File: src/rtl/quad_op_reg_pkg.sv
package quad_op_reg_pkg;

  localparam int OP_SEL_W = 2;

  typedef enum logic [OP_SEL_W-1:0] {
    OP_ADD3 = 2'b00,
    OP_SHL  = 2'b01,
    OP_INV  = 2'b10,
    OP_SHR  = 2'b11
  } opCode_e;

  typedef struct packed {
    logic doAdd;
    logic doShl;
    logic doInv;
    logic doShr;
  } opStrobe_t;

endpackage

File: src/rtl/quad_op_reg_ctrl.sv
module quad_op_reg_ctrl
  import quad_op_reg_pkg::*;
(
  input  logic [OP_SEL_W-1:0] opSel,
  output opStrobe_t           strobes
);

  opCode_e opCode;

  assign opCode = opCode_e'(opSel);

  always_comb begin
    strobes = '0;
    unique case (opCode)
      OP_ADD3: strobes.doAdd = 1'b1;
      OP_SHL:  strobes.doShl = 1'b1;
      OP_INV:  strobes.doInv = 1'b1;
      OP_SHR:  strobes.doShr = 1'b1;
      default: strobes.doAdd = 1'b1;
    endcase
  end

endmodule

File: src/rtl/quad_op_reg_dp.sv
module quad_op_reg_dp
  import quad_op_reg_pkg::*;
#(
  parameter int WIDTH     = 4,
  parameter int ADD_CONST = 3
) (
  input  logic             clk,
  input  logic             rst,
  input  opStrobe_t        strobes,
  input  logic             serInLeft,
  input  logic             serInRight,
  output logic [WIDTH-1:0] regOut
);

  localparam logic [WIDTH-1:0] ADD_VAL = WIDTH'(ADD_CONST);

  logic [WIDTH-1:0] curVal;
  logic [WIDTH-1:0] sumVal;
  logic [WIDTH-1:0] towardMsb;
  logic [WIDTH-1:0] towardLsb;
  logic [WIDTH-1:0] nextVal;

  // Sum truncated to WIDTH bits: the carry out is simply dropped.
  assign sumVal = curVal + ADD_VAL;

  for (genvar i = 0; i < WIDTH; i++) begin : g_bit
    if (i == 0) begin : g_lsb
      assign towardMsb[i] = serInRight;
    end else begin : g_mid_up
      assign towardMsb[i] = curVal[i-1];
    end
    if (i == WIDTH - 1) begin : g_msb
      assign towardLsb[i] = serInLeft;
    end else begin : g_mid_dn
      assign towardLsb[i] = curVal[i+1];
    end
  end

  always_comb begin
    nextVal = sumVal;
    if (strobes.doShl) nextVal = towardMsb;
    if (strobes.doInv) nextVal = ~curVal;
    if (strobes.doShr) nextVal = towardLsb;
  end

  always_ff @(posedge clk) begin
    if (rst) curVal <= '0;
    else     curVal <= nextVal;
  end

  assign regOut = curVal;

endmodule

File: src/rtl/quad_op_reg.sv
module quad_op_reg
  import quad_op_reg_pkg::*;
#(
  parameter int WIDTH     = 4,
  parameter int ADD_CONST = 3
) (
  input  logic             clk,
  input  logic             rst,
  input  logic [1:0]       opSel,
  input  logic             serInLeft,
  input  logic             serInRight,
  output logic [WIDTH-1:0] regOut
);

  opStrobe_t opStrobe;

  quad_op_reg_ctrl u_ctrl (
    .opSel   (opSel),
    .strobes (opStrobe)
  );

  quad_op_reg_dp #(
    .WIDTH     (WIDTH),
    .ADD_CONST (ADD_CONST)
  ) u_dp (
    .clk        (clk),
    .rst        (rst),
    .strobes    (opStrobe),
    .serInLeft  (serInLeft),
    .serInRight (serInRight),
    .regOut     (regOut)
  );

endmodule

File: config.mk
export PLATFORM = sky130hd
export DESIGN_NAME = quad_op_reg
export DESIGN_NICKNAME = d
export VERILOG_FILES = /design/src/rtl/quad_op_reg_pkg.sv /design/src/rtl/quad_op_reg_ctrl.sv /design/src/rtl/quad_op_reg_dp.sv /design/src/rtl/quad_op_reg.sv
export SDC_FILE = /design/constraint.sdc
export NUM_CORES = 1
export LEC_CHECK = 0
export BUFFER_PORTS_ARGS = -buffer_cell sky130_fd_sc_hd__buf_2
export CAP_MARGIN = 20
export CORE_AREA = 2 2 39 41
export DETAILED_ROUTE_END_ITERATION = 10
export DIE_AREA = 0 0 41 43
export GPL_TIMING_DRIVEN = 0
export PLACE_DENSITY = 0.39
export SLEW_MARGIN = 20
export SYNTH_ARGS = -nofsm -noshare
export SYNTH_HDL_FRONTEND = slang
export SYNTH_SLANG_ARGS = --single-unit
export TNS_END_PERCENT = 50
File: constraint.sdc
create_clock -name clk -period 1.4 [get_ports clk]
set_clock_uncertainty 0.15 [all_clocks]
set_input_delay 0.28 -clock clk [delete_from_list [all_inputs] [get_ports clk]]
set_output_delay 0.28 -clock clk [all_outputs]
set_load 0.02 [all_outputs]
======== Yosys cells after proc, flatten, opt, wreduce, memory -nomap -nowiden ========
Cells that the tools add are included.
W data, S select, Z words.
cells by class
  equal/unequal tests ..................... 3
  bitwise gates (word level) .............. 1
  muxes and demuxes ....................... 6
  add/subtract/negate cells ............... 1
operator list
  kind                   count
  $mux W4                3
  $add A4 B2 Y4 const B  1
  $eq A2 B2 Y1 const B   2
  $not A4 Y4             1
  $mux W1                3
  $eq A2 B1 Y1 const B   1
storage, ports and cells
  output and inout bits ................... 4
  logic and storage cells ................. 12
  bits of input ports ..................... 6
  register bits after elaboration ......... 4

======== Logic depth before layout (Yosys ltp) ========
Gate-level depths: netlist of the first run.
  word-level depth ........................ 5
  depth in mapped cells ................... 5
  gate-level depth less buffers ........... 5

======== Hierarchy ========
Synthesis of the first run repeated with hierarchy kept, for this count alone.
unflattened totals
  cells, all modules ...................... 39
  area total of the unflattened synthesis .. 310.3 um^2
modules (own cells, without submodules)
  module            seq. area each (um^2)  area an instance (um^2)  cells an instance  instances
  quad_op_reg_dp    80.1                   284.0                    35                 1
  quad_op_reg_ctrl  0.0                    26.3                     4                  1

======== Worst setup path before layout of the first run ========
No wires, ideal clock.
  path type ............................... flip-flop to flip-flop
  start ................................... reg u_dp.curVal[0], in the netlist u_dp.regOut[0]
  end ..................................... reg u_dp.curVal[1], in the netlist u_dp.regOut[1]
  arrival time ............................ 1.370 ns
  required time ........................... 1.185 ns
  buffers on the path ..................... 0
  path slack .............................. -0.184 ns
  stages on the path, launching flop included .. 5
  period minus slack after synthesis ...... 1.584 ns
  path through ............................ dfxtp_1 > inv_1 > ha_1 > mux4_1 > nor2_1
on the way
  longest elaborated chain between the ends .. 4
ends and longest elaborated chain
  element                 RTL line              text
  from (decl)             quad_op_reg_dp.sv:17  logic [WIDTH-1:0] curVal;
  from (signal assigned)  quad_op_reg_dp.sv:48  else curVal <= nextVal;
  $add A4 B2 Y4           quad_op_reg_dp.sv:24  assign sumVal = curVal + ADD_VAL;
  $mux W4 *               quad_op_reg_dp.sv:41  if (strobes.doShl) nextVal = towardMsb;
  $mux W4 *               quad_op_reg_dp.sv:42  if (strobes.doInv) nextVal = ~curVal;
  $mux W4 *               quad_op_reg_dp.sv:43  if (strobes.doShr) nextVal = towardLsb;
Mark *: on every way between the ends. The rest lies on a longest branch, timed or not.
A chain may end at the register's enable or synchronous reset.

======== Worst setup path in the final report of the first run ========
Ends and elaborated chain as after synthesis.

==> reports/metrics.yaml, run 1 <==
synth_top_cell_area_share_pct: 30.5
crit_required_ns: 1.42
yosys_warnings: 0
critPathLaunchType: "flop"
worst_pin_slew_ns: 0.399
grt_pass1_vias: 262
synth.avg_cell_area_sq_um: 9.38
holdPathStages: 2
dieArea_sq_um: 1760
wl_um: 629
cp_max_fo: 4
design.portCount: 10
syn_nets: 35
sw_frac_of_total_pct: 29.5
antenna_left: 0
largest_reg_flops: 4
cp.arrival_ns: 1.40
pre_cts_ws_ns: -0.0629
io_buffers: 7
root_buffer: "clkbuf_4"
finalCoreUtilization_pct: 28.7
synth_ff_type: "dfxtp_1"
p_int_uw: 300
slew_headroom_pct: 73.4
cts_max_path_buffers: 2
drive_above_1_share_pct: 57.1
ff2ff_setup_slack_ns: 0.02
fin_ws_ns: 0.0205
finalNonFillerCells: 58
drt_iter0_markers: 6
fin_crit_sh_pct: 98.5
p_leak_uw: 0.000168
grt-ovfl-total: 0
async_reset_ff_share_pct: 0
cts_tree: "done"
yosysMostFrequentCell: "dfxtp_1"
synth_edf_count: 0
netlist_instances: 28
timing.rr.end: "u_dp.regOut[1]$_SDFF_PP0_"
die_h_um: 43
rows: 14
core_area_sq_um: 1380
p_comb_share_pct: 28.8
dr.pass1.iters: 2
place_congestion: 0.681
switching_power_uw: 125
p_clk_share_pct: 37.1
worst_hold_path_type: "input pin to flop"
num_antenna_cells: 0
hold_violations: 0
antenna_found_initial: 0
synthDistinctLibCells: 19
netlist_area_sq_um: 263
ir_worst_vdd_uv: 768
hold_ws_ns: 0.104
cts_buffers: 3
outcome: "finished clean"
ctsHtreeMaxLevel: 1
ys_seq_elements: 4
clk_pin_slew_worst_paths_ns: 0.04
wl_per_cell_um: 10.8
min_from: "rst"
start_util_pct: 19.0
vias: 262
grtUsageTotal_pct: 9.63
via_per_inst: 4.52
nets: 50
cts_hold_buf: 0
grt_max_degree: 9
worstSetupPathType: "flop to flop"
setup_viol_count_final: 0
max_freq_ghz: 0.725
rsz0062_at_grt: "yes"
remaining_drc_errors: 0
drv_slew: 0
grt_first_pass_wirelength_um: 1080
period_needed_ns: 1.38
p_per_area_nw_per_um2: 1070
clock_sinks: 4
worstHoldEndpoint: "u_dp.regOut[1]$_SDFF_PP0_"
synth_largest_area_cell: "dfxtp_1"
dpl.cell_count: 51
areaGrowthSynthToFinish_pct: 51.0
yosys-top-cells-count: "dfxtp_1 (4), inv_1 (3), nor2_1 (3)"
synth_area_leaders: "dfxtp_1 (30%), mux4_1 (10%), mux2i_1 (7.6%)"
r2r_cells: 4
cp-end-kind: "flop"
reg2reg_from: "u_dp.regOut[0]$_SDFF_PP0_"
die_width_um: 41
max-cap-violations: 0
insertion_delay_ns: 0.24
seqPwrFrac_pct: 34.1
yosysSeqAreaShare_pct: 30.5
-- cell type report --
cell class	count	area [sq um]
Buffer	2	15.0
Clock buffer	4	26.3
Fill cell	151	987
Inverter	3	13.8
Multi-Input combinational cell	19	176
Sequential cell	4	87.6
Tap cell	16	20.0
Timing Repair Buffer	10	57.6
-- routing by layer --
layer / GRT usage, % / routed length [um]
met1: 12.5 / 295
met2: 12.2 / 291
met3: 7.85 / 41
met4: 2.00 / 0
met5: 0 / 0
-- cells by family after synthesis --
| group | synth area share (%) |
|---|---|
| buffers and inverters | 10.0 |
| adder cells (fa/ha/maj) | 4.76 |
| AND/OR/NAND/NOR | 14.3 |
| multiplexers | 21.9 |
| flip-flops | 30.5 |
| AO/OA/AOI/OAI | 15.2 |
| XOR/XNOR | 3.33 |
-- critical path, stage by stage (launching register included) --
cell and delay, ns:
dfxtp_4 0.36, inv_4 0.04, ha_4 0.22, mux4_2 0.45, nor2_2 0.09
-- power by group through the flow --
stage	Sequential [uW]	Combinational, uW	Clock [uW]
floorplan	157	55.1	0
global placement	146	92.6	0
detailed placement	147	93.7	0
CTS	144	115	166
global route	147	136	179
finish	145	122	158
-- metrics by stage --
stage | total power (uW) | area [sq um] | setup TNS (ns)
floorplan | 212 | 267 | -0.0178
global placement | 238 | 322 | -0.0623
detailed placement | 241 | 322 | -0.0928
CTS | 425 | 385 | 0
global route | 462 | 397 | -0.0150
finish | 425 | 397 | 0
-- layout by cell type, fill, tap and decap left out, drive strengths merged --
| master | n |
|---|---|
| buf | 11 |
| clkbuf | 5 |
| dfxtp | 4 |
| nor2 | 3 |
| inv | 3 |
| a21oi | 2 |
| mux2i | 2 |
| or4 | 1 |
| mux2 | 1 |
| a22oi | 1 |
| o211ai | 1 |
| nor3 | 1 |
| nor4 | 1 |
| mux4 | 1 |
| a211oi | 1 |
| and2b | 1 |
| xnor2 | 1 |
| o21a | 1 |
| ha | 1 |
-- repair_timing --
action,in CTS,in global routing
gates resized for setup,2,4
endpoints found under the setup margin,2,2
pin swaps,1,1
buffers inserted,3,0
-- how the worst max path moves through the flow --
stage,start,slack (ns),end,depth (start not counted)
finish,u_dp.regOut[0]$_SDFF_PP0_,0.02,u_dp.regOut[1]$_SDFF_PP0_,4
global route,u_dp.regOut[0]$_SDFF_PP0_,-0.02,u_dp.regOut[1]$_SDFF_PP0_,4
CTS,u_dp.regOut[1]$_SDFF_PP0_,0.002,u_dp.regOut[1]$_SDFF_PP0_,4
detailed placement,opSel[1],-0.06,u_dp.regOut[3]$_SDFF_PP0_,4
global placement,opSel[1],-0.03,u_dp.regOut[3]$_SDFF_PP0_,4
floorplan,u_dp.regOut[0]$_SDFF_PP0_,-0.02,u_dp.regOut[1]$_SDFF_PP0_,4
No activity file was read; power rests on OpenSTA's default activity.
==> inputs of run 2 (changes only) <==
Settings changed: CELL_PAD_IN_SITES_DETAIL_PLACEMENT from default to 1, CELL_PAD_IN_SITES_GLOBAL_PLACEMENT from default to 2, PLACE_DENSITY 0.39 to 0.6.
==> reports/metrics.yaml, run 2 (synthesis results as in run 1) <==
wl_um: 688  # was 629 um
cp_max_fo: 5  # was 4
cp-end-kind: "flop"  # unchanged
cts_hold_buf: 0  # unchanged
dp_hpwl_um: 499
drt-met1-wl_um: 311  # was 295 um
areaGrowthSynthToFinish_pct: 42.4  # was 51.0%
crit_family: "simple AND/OR/NAND/NOR gates"  # was multiplexers
dr.pass1.iters: 1  # was 2
largest_reg_flops: 4  # unchanged
critPathLaunchType: "flop"  # unchanged
antenna_left: 0  # unchanged
grtUsageTotal_pct: 9.84  # was 9.63%
slew_headroom_pct: 73.7  # was 73.4%
max-cap-violations: 0  # unchanged
drt_iter0_markers: 0  # was 6
sw_frac_of_total_pct: 30.4  # was 29.5%
crit_chain: "or4_1 > a22oi_1 > nor4_1"  # was inv_4 > ha_4 > mux4_2 > nor2_2
fin_crit_sh_pct: 97.7  # was 98.5%
p_leak_uw: 0.000161  # was 0.000168 uW
p_int_uw: 281  # was 300 uW
cts_max_path_buffers: 2  # unchanged
crit_path_max_incr_delay_ns: 0.50  # was 0.45 ns
clock_sinks: 4  # unchanged
io_buffers: 7  # unchanged
die_width_um: 41  # unchanged
hold_ws_ns: 0.0950  # was 0.104 ns
setup_viol_count_final: 0  # unchanged
layout_common_cells: "buf_2 (7), nor2_1 (3), clkbuf_4 (3)"  # was buf_2 (7), clkbuf_4 (3), buf_4 (3)
place_congestion: 0.699  # was 0.681
p_comb_share_pct: 27.9  # was 28.8%
period_needed_ns: 1.37  # was 1.38 ns
dieArea_sq_um: 1760  # unchanged
outcome: "finished clean"  # unchanged
holdPathStages: 2  # unchanged
path_buf_inv: 0  # was 1
clk_pin_slew_worst_paths_ns: 0.04  # about the same
start_util_pct: 19.0  # unchanged
worstSetupPathType: "flop to flop"  # unchanged
grt_max_degree: 9  # unchanged
rows: 14  # unchanged
antenna_found_initial: 0  # unchanged
max_freq_ghz: 0.731  # was 0.725 GHz
cts_tree: "done"  # unchanged
die_h_um: 43  # unchanged
cp_slowest_cell: "or4_1"  # was mux4_2
dpl.cell_count: 51  # unchanged
wl_met2_um: 325  # was 291 um
rsz0062_at_grt: "yes"  # unchanged
ctsHtreeMaxLevel: 1  # unchanged
via_per_inst: 4.54  # was 4.52
nets: 49  # was 50
hold_violations: 0  # unchanged
num_antenna_cells: 0  # unchanged
design.portCount: 10  # unchanged
final_common_cell: "buf_2"  # unchanged
pre_cts_ws_ns: -0.0751  # was -0.0629 ns
cts_buffers: 3  # unchanged
fillers: 172  # was 151
wl_met3_um: 42  # was 41 um
grt-ovfl-total: 0  # unchanged
finalNonFillerCells: 56  # was 58
highest_layer: "met4"  # was met3
drv_slew: 0  # unchanged
seqCellArea_sq_um: 87.6  # unchanged
insertion_delay_ns: 0.24  # about the same
seqPwrFrac_pct: 35.8  # was 34.1%
drive_above_1_share_pct: 50.0  # was 57.1%
cp.depth: 3  # was 4
remaining_drc_errors: 0  # unchanged
grt_first_pass_wirelength_um: 1090  # was 1080 um
fin_ws_ns: 0.0316  # was 0.0205 ns
wl_per_cell_um: 12.3  # was 10.8 um
worst_hold_path_type: "input pin to flop"  # unchanged
crit_required_ns: 1.37  # was 1.42 ns
core_area_sq_um: 1380  # unchanged
multiInputGateArea_sq_um: 165  # was 176 sq um
ir_worst_vdd_uv: 272  # was 768 uV
root_buffer: "clkbuf_4"  # unchanged
switching_power_uw: 123  # was 125 uW
p_per_area_nw_per_um2: 1080  # was 1070 nW/um^2
finalCoreUtilization_pct: 27.0  # was 28.7%
grt_pass1_vias: 247  # was 262
power_uw: 404  # was 425 uW
cp.arrival_ns: 1.34  # was 1.40 ns
worst_pin_slew_ns: 0.394  # was 0.399 ns
vias: 254  # was 262
r2r_cells: 3  # was 4
p_clk_share_pct: 36.3  # was 37.1%
[run 2: cell types whose count changed in the layout (fill, tap and decap cells not counted)]
cell	previous run	this run
a22oi_1	0	1
a22oi_2	1	0
buf_4	3	2
clkbuf_1	2	1
nor2_1	2	3
nor2_2	1	0
or4_1	0	1
or4_4	1	0
[run 2: per-stage QoR]
step,instance area [sq um],TNS (ns)
2_1_floorplan,267,-0.0178
3_3_place_gp,322,-0.0733
3_5_place_dp,322,-0.123
4_1_cts,367,0
5_1_grt,374,-0.0424
6_report,374,0
[run 2: worst register-to-register path, cell delays in order (launching register included)]
cell	delay [ns]
dfxtp_4	0.35
or4_1	0.50
a22oi_1	0.18
nor4_1	0.07
[run 2: worst paths after layout]
check | start | slack [ns] | to
min | rst | 0.09 | u_dp.regOut[1]$_SDFF_PP0_
max reg2reg | u_dp.regOut[1]$_SDFF_PP0_ | 0.03 | u_dp.regOut[3]$_SDFF_PP0_
max | u_dp.regOut[1]$_SDFF_PP0_ | 0.03 | u_dp.regOut[3]$_SDFF_PP0_
min reg2reg | u_dp.regOut[3]$_SDFF_PP0_ | 0.48 | u_dp.regOut[3]$_SDFF_PP0_
[run 2: repair_timing]
item / CTS / global route
resized for setup: 3 / 0
setup endpoints to repair: 1 / 2
pin swaps: 1 / 1
setup buffers: 1 / 1
[run 2: power groups by stage]
| stage | logic, uW | registers (uW) | clock network, uW |
|---|---|---|---|
| after floorplan | 55.1 | 157 | 0 |
| after global placement | 92.7 | 146 | 0 |
| after detailed placement | 96.3 | 147 | 0 |
| after CTS | 110 | 145 | 150 |
| after global routing | 125 | 148 | 165 |
| final | 113 | 145 | 147 |
[run 2: area by class of cell]
class,instances,area share [%]
Buffer,2,4.01
Clock buffer,3,6.02
Inverter,3,3.68
Multi-Input combinational cell,19,44.1
Sequential cell,4,23.4
Tap cell,16,5.35
Timing Repair Buffer,9,13.4
[run 2: metal layers]
metal,vias up,track usage [%]
met2,9,11.9
met1,116,13.5
met4,0,6.00
met5,-,0
li1,127,-
met3,2,4.71
==> inputs of run 3 (changes only) <==
Clock period 1.4 ns to 1.1 ns, I/O delays scaled along.
==> reports/metrics.yaml, run 3 (synthesis results as in run 1) <==
dp_hpwl_um: 499  # unchanged
clk_pin_slew_worst_paths_ns: 0.04  # about the same
die_h_um: 43  # unchanged
crit_path_end: "u_dp.regOut[1]$_SDFF_PP0_"  # was u_dp.regOut[3]$_SDFF_PP0_
max_freq_ghz: 0.729  # was 0.731 GHz
worst_pin_slew_ns: 0.393  # was 0.394 ns
via_per_inst: 4.48  # was 4.54
reg2reg_from: "u_dp.regOut[0]$_SDFF_PP0_"  # was u_dp.regOut[1]$_SDFF_PP0_
dieArea_sq_um: 1760  # unchanged
grtUsageTotal_pct: 9.74  # was 9.84%
fillers: 165  # was 172
die_width_um: 41  # unchanged
final_common_cell: "buf_2"  # unchanged
crit_required_ns: 1.11  # was 1.37 ns
cp-end-kind: "flop"  # unchanged
cts_tree: "done"  # unchanged
critPathLaunchType: "flop"  # unchanged
hold_ws_ns: 0.0407  # was 0.0950 ns
rsz0062_at_grt: "yes"  # unchanged
outcome: "finished, violations left"  # was finished clean
timing.rr.end: "u_dp.regOut[1]$_SDFF_PP0_"  # was u_dp.regOut[3]$_SDFF_PP0_
largest_reg_flops: 4  # unchanged
violations: "negative setup slack"
antenna_left: 0  # unchanged
io_buffers: 7  # unchanged
fin_crit_sh_pct: 125  # was 97.7%
root_buffer: "clkbuf_4"  # unchanged
drv_slew: 0  # unchanged
areaGrowthSynthToFinish_pct: 50.0  # was 42.4%
ctsHtreeMaxLevel: 1  # unchanged
start_util_pct: 19.0  # unchanged
clock_sinks: 4  # unchanged
ff2ff_setup_slack_ns: -0.27  # was 0.03 ns
r2r_cells: 4  # was 3
p_leak_uw: 0.000164  # was 0.000161 uW
slew_headroom_pct: 73.8  # was 73.7%
place_congestion: 0.699  # unchanged
cts_max_path_buffers: 2  # unchanged
num_antenna_cells: 0  # unchanged
worst_hold_path_type: "input pin to flop"  # unchanged
fin_ws_ns: -0.272  # was 0.0316 ns
hold_violations: 0  # unchanged
drive_above_1_share_pct: 55.0  # was 50.0%
wl_um: 690  # was 688 um
power_uw: 524  # was 404 uW
vias: 251  # was 254
nets: 49  # unchanged
setup_viol_count_final: 5  # was 0
max-cap-violations: 0  # unchanged
cp.arrival_ns: 1.39  # was 1.34 ns
ir_worst_vdd_uv: 368  # was 272 uV
wl_per_cell_um: 12.3  # about the same
cts_buffers: 3  # unchanged
insertion_delay_ns: 0.23  # was 0.24 ns
rows: 14  # unchanged
antenna_found_initial: 0  # unchanged
core_area_sq_um: 1380  # unchanged
cp_max_fo: 4  # was 5
drt_iter0_markers: 2  # was 0
grt-ovfl-total: 0  # unchanged
grt_first_pass_wirelength_um: 1080  # was 1090 um
cp-startpoint: "u_dp.regOut[0]$_SDFF_PP0_"  # was u_dp.regOut[1]$_SDFF_PP0_
worstSetupPathType: "flop to flop"  # unchanged
dr.pass1.iters: 2  # was 1
period_needed_ns: 1.37  # about the same
grt_pass1_vias: 251  # was 247
grt_max_degree: 9  # unchanged
remaining_drc_errors: 0  # unchanged
p_per_area_nw_per_um2: 1330  # was 1080 nW/um^2
design.portCount: 10  # unchanged
[run 3: changes by cell type in the layout (fill, tap and decap cells not counted)]
cell | before | now
buf_2 | 7 | 4
buf_6 | 1 | 3
dfxtp_1 | 2 | 0
buf_4 | 2 | 3
dfxtp_2 | 0 | 1
dfxtp_4 | 2 | 3
[run 3: power by group]
part | internal, uW | switching [uW]
combinational | 84.6 | 68.8
clock | 122 | 61.5
sequential | 163 | 24.1
total | 370 | 154
[run 3: what timing repair did]
action / in CTS / in global routing
resized for setup: 5 / 6
setup endpoints to repair: 7 / 7
hold buffers: 0 / 0
pin swaps: 2 / 1
buffers inserted: 2 / 0
[run 3: layout make-up]
type,count,area [sq um],area share (%)
Multi-Input combinational cell,19,165,41.9
Tap cell,16,20.0,5.08
Clock buffer,3,22.5,5.71
Buffer,2,15.0,3.81
Timing Repair Buffer,9,65.1,16.5
Sequential cell,4,92.6,23.5
Inverter,3,13.8,3.49
[run 3: how the worst min path moves through the flow]
| stage | startpoint | end | depth (start not counted) |
|---|---|---|---|
| 2_1_floorplan | rst | u_dp.regOut[1]$_SDFF_PP0_ | 1 |
| 3_3_place_gp | rst | u_dp.regOut[1]$_SDFF_PP0_ | 2 |
| 3_5_place_dp | rst | u_dp.regOut[1]$_SDFF_PP0_ | 2 |
| 4_1_cts | rst | u_dp.regOut[1]$_SDFF_PP0_ | 2 |
| 5_1_grt | rst | u_dp.regOut[1]$_SDFF_PP0_ | 2 |
| 6_report | rst | u_dp.regOut[1]$_SDFF_PP0_ | 2 |
[run 3: metrics by stage]
| stage | setup TNS, ns | area, sq um | setup WS [ns] | utilization [%] | instances |
|---|---|---|---|---|---|
| finish | -0.750 | 394 | -0.272 | 28.5 | 56 |
| global route | -0.994 | 394 | -0.326 | 28.5 | 56 |
| CTS | -0.941 | 378 | -0.288 | 27.3 | 56 |
| detailed placement | -0.815 | 322 | -0.348 | 23.2 | 51 |
| global placement | -0.745 | 322 | -0.316 | 23.2 | 51 |
| floorplan | -0.751 | 267 | -0.318 | - | 28 |
[run 3: critical path, stage by stage (launching register included)]
cell and delay [ns]:
dfxtp_4 0.36, inv_4 0.04, ha_4 0.22, mux4_2 0.44
nor2_1 0.09
[run 3: per-layer routing]
metal / vias up / track usage (%) / share of wire (%) / wire, um
li1: 128 / - / - / -
met3: 0 / 4.71 / 5.2 / 36
met5: - / 0 / 0 / 0
met4: 0 / 6.00 / 0 / 0
met1: 116 / 12.2 / 46 / 316
met2: 7 / 12.8 / 49 / 338
